### config.mk
export PLATFORM = sky130hd
export DESIGN_NAME = cw_hier_decoder
export DESIGN_NICKNAME = d
export VERILOG_FILES = /design/src/rtl/cw_pkg.sv /design/src/rtl/cw_sym_classify.sv /design/src/rtl/cw_sym_repair.sv /design/src/rtl/cw_subset_recover.sv /design/src/rtl/cw_hier_decoder.sv
export SDC_FILE = /design/constraint.sdc
export NUM_CORES = 1
export LEC_CHECK = 0
export ABC_AREA = 1
export BUFFER_PORTS_ARGS = -buffer_cell sky130_fd_sc_hd__buf_2
export CAP_MARGIN = 20
export CORE_UTILIZATION = 30
export CTS_CLUSTER_SIZE = 12
export DETAILED_ROUTE_END_ITERATION = 7
export GPL_ROUTABILITY_DRIVEN = 0
export HOLD_SLACK_MARGIN = 0.15
export PLACE_DENSITY_LB_ADDON = 0.25
export REMOVE_ABC_BUFFERS = 1
export SLEW_MARGIN = 20
export SYNTH_ARGS = -nofsm -noshare
export SYNTH_HDL_FRONTEND = slang
export SYNTH_SLANG_ARGS = --single-unit
### constraint.sdc
create_clock -name clk_i -period 0.9 [get_ports clk_i]
set_input_delay 0.18 -clock clk_i [delete_from_list [all_inputs] [get_ports clk_i]]
set_output_delay 0.18 -clock clk_i [all_outputs]
set_load 0.01 [all_outputs]
### src/rtl/cw_pkg.sv
package cw_pkg;
  localparam int SYM_W  = 4;
  localparam int NUM_CH = 3;
  localparam int SUB_W  = 2;
  localparam int VAL_W  = 4;
  localparam int DATA_W = 3 + NUM_CH;
  localparam int CODE_W = SYM_W * NUM_CH;

  typedef logic [SUB_W-1:0] subset_t;
  typedef logic [SYM_W-1:0] sym_t;

  function automatic subset_t add_mod3(subset_t a, subset_t b);
    logic [2:0] s;
    s = {1'b0, a} + {1'b0, b};
    if (s >= 3'd3) s = s - 3'd3;
    return s[1:0];
  endfunction

  function automatic subset_t sub_mod3(subset_t a, subset_t b);
    logic [2:0] s;
    s = {1'b0, a} + 3'd3 - {1'b0, b};
    if (s >= 3'd3) s = s - 3'd3;
    return s[1:0];
  endfunction

  // select-0 member; the select-1 member is its complement
  function automatic sym_t first_member(subset_t k);
    case (k)
      2'd0:    return 4'b0011;
      2'd1:    return 4'b0101;
      default: return 4'b0110;
    endcase
  endfunction
endpackage

### src/rtl/cw_sym_classify.sv
module cw_sym_classify
  import cw_pkg::*;
(
  input  sym_t    sym_i,
  output logic    ok_o,
  output subset_t subset_o,
  output logic    sel_o
);
  always_comb begin
    ok_o     = ($countones(sym_i) == 2);
    subset_o = '0;
    for (int k = 0; k < 3; k++) begin
      if (sym_i == first_member(subset_t'(k)) || sym_i == ~first_member(subset_t'(k)))
        subset_o = subset_t'(k);
    end
    sel_o = ok_o && (sym_i != first_member(subset_o));
  end

  always_comb begin
    if (ok_o) assert_subset_legal_R2: assert (subset_o != 2'd3);
  end
endmodule

### src/rtl/cw_sym_repair.sv
module cw_sym_repair
  import cw_pkg::*;
(
  input  subset_t subset_i,
  input  sym_t    sym_i,
  output logic    sel_o
);
  int dist_first;

  // distance to the complement is SYM_W - dist_first; ties keep select 0
  always_comb begin
    dist_first = $countones(sym_i ^ first_member(subset_i));
    sel_o      = (dist_first > SYM_W / 2);
  end
endmodule

### src/rtl/cw_subset_recover.sv
module cw_subset_recover
  import cw_pkg::*;
(
  input  logic [NUM_CH-1:0] ok_i,
  input  subset_t           sub_i [NUM_CH],
  output subset_t           sub_o [NUM_CH],
  output logic [1:0]        n_bad_o,
  output logic              sum_ok_o
);
  always_comb begin
    n_bad_o  = 2'($countones(~ok_i));
    sum_ok_o = (sub_i[2] == add_mod3(sub_i[0], sub_i[1]));
    sub_o    = sub_i;
    if (n_bad_o == 2'd1) begin
      if (!ok_i[0])      sub_o[0] = sub_mod3(sub_i[2], sub_i[1]);
      else if (!ok_i[1]) sub_o[1] = sub_mod3(sub_i[2], sub_i[0]);
      else               sub_o[2] = add_mod3(sub_i[0], sub_i[1]);
    end
  end

  always_comb begin
    if (n_bad_o == 2'd1)
      assert_rebuilt_sum_R3: assert (sub_o[2] == add_mod3(sub_o[0], sub_o[1]));
  end
endmodule

### src/rtl/cw_hier_decoder.sv
module cw_hier_decoder
  import cw_pkg::*;
(
  input  logic              clk_i,
  input  logic              rst_ni,
  input  logic              valid_i,
  input  logic [CODE_W-1:0] code_i,
  output logic              valid_o,
  output logic [DATA_W-1:0] data_o,
  output logic              corrected_o,
  output logic              uncorrectable_o
);
  logic [NUM_CH-1:0] ok, sel_rx, sel_fix;
  subset_t           sub_rx  [NUM_CH];
  subset_t           sub_rec [NUM_CH];
  logic [1:0]        n_bad;
  logic              sum_ok;

  for (genvar c = 0; c < NUM_CH; c++) begin : g_ch
    sym_t sym;
    assign sym = code_i[SYM_W*(NUM_CH-c)-1 -: SYM_W];

    cw_sym_classify u_cls (
      .sym_i(sym), .ok_o(ok[c]), .subset_o(sub_rx[c]), .sel_o(sel_rx[c])
    );
    cw_sym_repair u_rep (
      .subset_i(sub_rec[c]), .sym_i(sym), .sel_o(sel_fix[c])
    );
  end

  cw_subset_recover u_rec (
    .ok_i(ok), .sub_i(sub_rx), .sub_o(sub_rec), .n_bad_o(n_bad), .sum_ok_o(sum_ok)
  );

  logic [VAL_W-1:0]  val;
  logic [DATA_W-1:0] data_d;
  logic              corr_d, unc_d;

  always_comb begin
    val    = 4'(sub_rec[0]) * 4'd3 + 4'(sub_rec[1]);
    unc_d  = (n_bad >= 2'd2) || (n_bad == 2'd0 && !sum_ok) || (val > 4'd7);
    corr_d = (n_bad == 2'd1) && !unc_d;
    data_d = '0;
    if (!unc_d) begin
      data_d[DATA_W-1 -: 3] = val[2:0];
      for (int c = 0; c < NUM_CH; c++)
        data_d[NUM_CH-1-c] = ok[c] ? sel_rx[c] : sel_fix[c];
    end
  end

  always_ff @(posedge clk_i or negedge rst_ni) begin
    if (!rst_ni) begin
      valid_o         <= 1'b0;
      data_o          <= '0;
      corrected_o     <= 1'b0;
      uncorrectable_o <= 1'b0;
    end else begin
      valid_o <= valid_i;
      if (valid_i) begin
        data_o          <= data_d;
        corrected_o     <= corr_d;
        uncorrectable_o <= unc_d;
      end
    end
  end

  assert_valid_rise_R11: assert property (@(posedge clk_i) disable iff (!rst_ni)
    valid_i |=> valid_o);
  assert_valid_idle_R11: assert property (@(posedge clk_i) disable iff (!rst_ni)
    !valid_i |=> !valid_o);
  assert_hold_R11: assert property (@(posedge clk_i) disable iff (!rst_ni)
    !valid_i |=> ($stable(data_o) && $stable(corrected_o) && $stable(uncorrectable_o)));
  assert_flags_excl_R10: assert property (@(posedge clk_i) disable iff (!rst_ni)
    $onehot0({corrected_o, uncorrectable_o}));
  assert_unc_zero_R10: assert property (@(posedge clk_i) disable iff (!rst_ni)
    uncorrectable_o |-> (data_o == '0));
  assert_multi_bad_R7: assert property (@(posedge clk_i) disable iff (!rst_ni)
    (valid_i && n_bad >= 2'd2) |=> uncorrectable_o);
endmodule

==> key figures <==
Status
  – Run status: finished with violations
  – Violations in the final reports: setup timing

STA
  – Final Skew: 0 ns
  – Count of final hold-check violations: 0
  – RSZ-0062 raised after global routing: yes
  – Final critical-path share of the clock period: 447%
  – Worst relative slew slack: 85.2%
  – Worst-margin pin slew: 0.219 ns
  – Max frequency: between 200 and 250 MHz
  – Final critical-path required period: 4.03 ns
  – Setup Viol. Count Final: 16
  – Final WS setup: -3.13 ns
  – Number of max-slew violations in the final report: 0

Critical path
  – Series of cell instances along the critical path: buf_6 -> ha_4 -> inv_4 -> ha_4 -> inv_2 -> fa_1 -> nor2_1 -> nand2_1 -> inv_2 -> fa_1 -> inv_2 -> nand2_4 -> buf_12 -> nor3_4 -> buf_6 -> nand3_4 -> nand2_8 -> fa_1 -> inv_1 -> ha_2 -> inv_2 -> fa_2 -> o21ai_2 -> a21boi_2
  – Worst setup EP type: flip-flop
  – CP bufs+invs: 9
  – Arrival time of data at the critical path endpoint: 4.15 ns
  – Cell seen most often among critical-path stages: inv_2
  – Total number of cells along the worst setup path: 24
  – Req. time, crit path: roughly 1.0 ns
  – Setup CP Type: in -> reg
  – Category of cells accounting for the largest share of critical-path delay: adder cells
  – Element type at the critical path start: input pin
  – Largest incremental delay on the critical path: about 0.52 ns
  – Critical Path Fanout Max: 6
  – Crit path max-delay cell type: fa_2
  – Number of cells on the worst reg-to-reg path: 4

Global route
  – GRT Util Overall: 15.8%
  – Total gr overflow: 0
  – Maximum number of pins on one net before global-route repair: 10
  – Number of global-route vias before repair: 2128
  – Initial antenna violation count: 0
  – Global-route wire length before repair: 9210 um

Routing
  – 1st-pass router iterations: 4
  – DRT Wirelength: 5260 um
  – Post-detailed-route via-to-cell ratio: roughly 4.4
  – Per-cell routed wire length: 11.3 um
  – Drt drc: 0
  – Violation count after the first detailed-routing iteration: 73
  – Post-route antenna net violation count: 0
  – Via count of the routed design: 2070

Pwr
  – Int Power: 0.00201 W
  – Share of total power consumed by net switching: between 40% and 50%
  – Comb power frac: between 70% and 80%
  – Clock network fraction of design power: ~14%
  – Leakage: 1.71 nW
  – Sequential group share of total power: 13.6%
  – PnR Total Power: 0.00340 W
  – Power density over the cells: between 900 and 1000 nW/um^2
  – Peak supply drop: roughly 1 mV
  – Net switching power figure: 0.00139 W

Finish
  – Final net count: between 400 and 500
  – Area overhead of the layout relative to synthesis: 72.9%
  – Share of cells above drive strength 1: 58.5%
  – # diodes: 0
  – Summed area of non-filler cells in the final layout: about 3400 sq um

Floorplanning
  – Floorplan die area: 6940 sq um
  – Horizontal extent of the die: roughly 83 um
  – Effective utilization at floorplan: 31.3%
  – Number of rows created at floorplan: 29
  – Area of the core region: around 6300 sq um
  – Count of pins on the block boundary: 24
  – Die span in y: 83.3 um

Min path
  – Class of the tightest hold or removal check: in -> reg
  – Cell count of the worst hold path: 2

Clock tree
  – Worst-case clock buffer depth: 2
  – Number of sinks driven by the clock tree: 9
  – Clock H-tree levels: 1
  – Clock buffers created by TritonCTS: 3
  – Clock root buffer master: clkbuf_8
  – Worst-Skew Late Latency: 0.23 ns
  – Clock Pin Slew Worst Setup and Hold Paths: 0.05 ns
  – TritonCTS clock tree: built

Placement
  – Cell area reported after detailed placement: between 2000 and 3000 sq um
  – Worst setup timing slack at the placement stage: -3.52 ns
  – Port Buffer Count: 23
  – Post-DP HPWL: 4040 um

Synthesis
  – Register bit count reported by yosys: 9
  – Distinct cell type count after synthesis: 28
  – Mapped Area: 1980 sq um
  – Avg Synthesized Cell Area: 7.32 sq um
  – Post-synthesis instance total: between 200 and 300
  – Yosys warns: 0
  – Post-synthesis sequential area ratio: 11.3%

Job
  – Max-capacitance violation count: 0
[worst paths after layout]
check,start,end,slack (ns)
setup / recovery,code_i[7],data_o[5],-3.13
hold / removal,valid_i,valid_o,0.26
setup reg to reg,data_o[5],data_o[5],0.01
hold reg to reg,data_o[3],data_o[3],0.48
max in group asynchronous,rst_ni,uncorrectable_o,0.39
min in group asynchronous,rst_ni,data_o[4],0.33
[registers in the layout (all words and copies together), names as in the netlist]
signal and cells:
corrected_o 1, uncorrectable_o 1, data_o 6, valid_o 1
[through the flow]
stage | hold WS, ns | std cells | TNS [ns] | util [%]
after floorplan | -0.116 | 270 | -24.83 | -
after global placement | 0.0386 | 442 | -26.53 | 43.0
after detailed placement | 0.0405 | 442 | -27.06 | 43.0
after CTS | 0.251 | 458 | -24.25 | 48.8
after global routing | 0.257 | 467 | -26.27 | 54.0
final | 0.256 | 467 | -24.68 | 54.0
[cell usage in the layout (no fill, tap or decap), types with 2 or more instances in the layout]
cell      count
o21ai_0       3
o21ai_1       3
ha_2         12
nand3_2       5
ha_1         15
nand2_2      15
inv_4         4
nand3_1      13
nand3_4       3
nor2_1        9
o21ai_2       8
dfrtp_1       9
xor2_1        4
buf_4        89
nor2_4        2
a21oi_2       5
inv_2        23
nand2_1      58
nand4_1       3
fa_1         10
fa_2          2
clkbuf_8      3
a21oi_1       4
ha_4         13
inv_1        25
buf_6        10
nand2_4       8
buf_2        14
nor3_4        2
[power by group through the flow]
stage	Sequential (W)	Clock (W)	Combinational [W]
floorplan	0.000486	0	0.00102
global placement	0.000468	0	0.00174
detailed placement	0.000467	0	0.00178
CTS	0.000463	0.000474	0.00213
global route	0.000466	0.000508	0.00275
finish	0.000463	0.000476	0.00246
[synth_stat cells]
cell type,n,area [sq um]
o21ai_0,6,30.0
nor2_1,10,37.5
nand3_1,18,90.1
xnor2_1,2,17.5
nor2_4,1,11.3
clkinv_1,1,3.75
o21ai_1,6,30.0
or2_4,1,8.76
nor2_2,1,6.26
nor3_4,2,32.5
inv_1,48,180
a21boi_1,1,7.51
ha_1,40,500
nand2_1,70,263
nand3_2,3,30.0
xor2_1,6,52.6
a21oi_1,10,50.1
nand4_1,3,18.8
o21ai_2,2,17.5
nand2_4,4,45.0
nand3b_1,1,7.51
fa_1,12,240
nand2_2,8,50.1
dfrtp_1,9,225
inv_4,1,6.26
a31oi_1,1,6.26
inv_2,3,11.3
buf_2,1,5.00
[kinds of logic after synthesis]
| group | count (synthesis) | synth area share [%] |
|---|---|---|
| adder cells (fa/ha/maj) | 52 | 37.3 |
| flip-flops | 9 | 11.3 |
| AND/OR/NAND/NOR | 122 | 30.3 |
| XOR/XNOR | 8 | 3.53 |
| buffers and inverters | 54 | 10.4 |
| AO/OA/AOI/OAI | 26 | 7.13 |
[cell type report]
| type | instances | area (sq um) |
|---|---|---|
| tap | 77 | 96.3 |
| fill | 567 | 2920 |
| clock buffer | 4 | 45.0 |
| multi-input combinational | 208 | 1960 |
| timing repair buffer | 116 | 896 |
| sequential | 9 | 225 |
| inverter | 53 | 209 |
[per-layer routing]
metal	track usage, %	wire length [um]
met5	0	0
met4	1.88	0
met3	0.895	25
met2	30.3	2850
met1	19.9	2380
[timing repair]
item	4_1_cts	5_1_grt
setup endpoints to repair	16	17
cloned	0	0
setup buffers	11	9
hold buffers	1	0
pin swaps	42	57
resized for setup	63	62
hold endpoints to repair	9	0
Note: power is estimated with default switching activity, not from simulation.
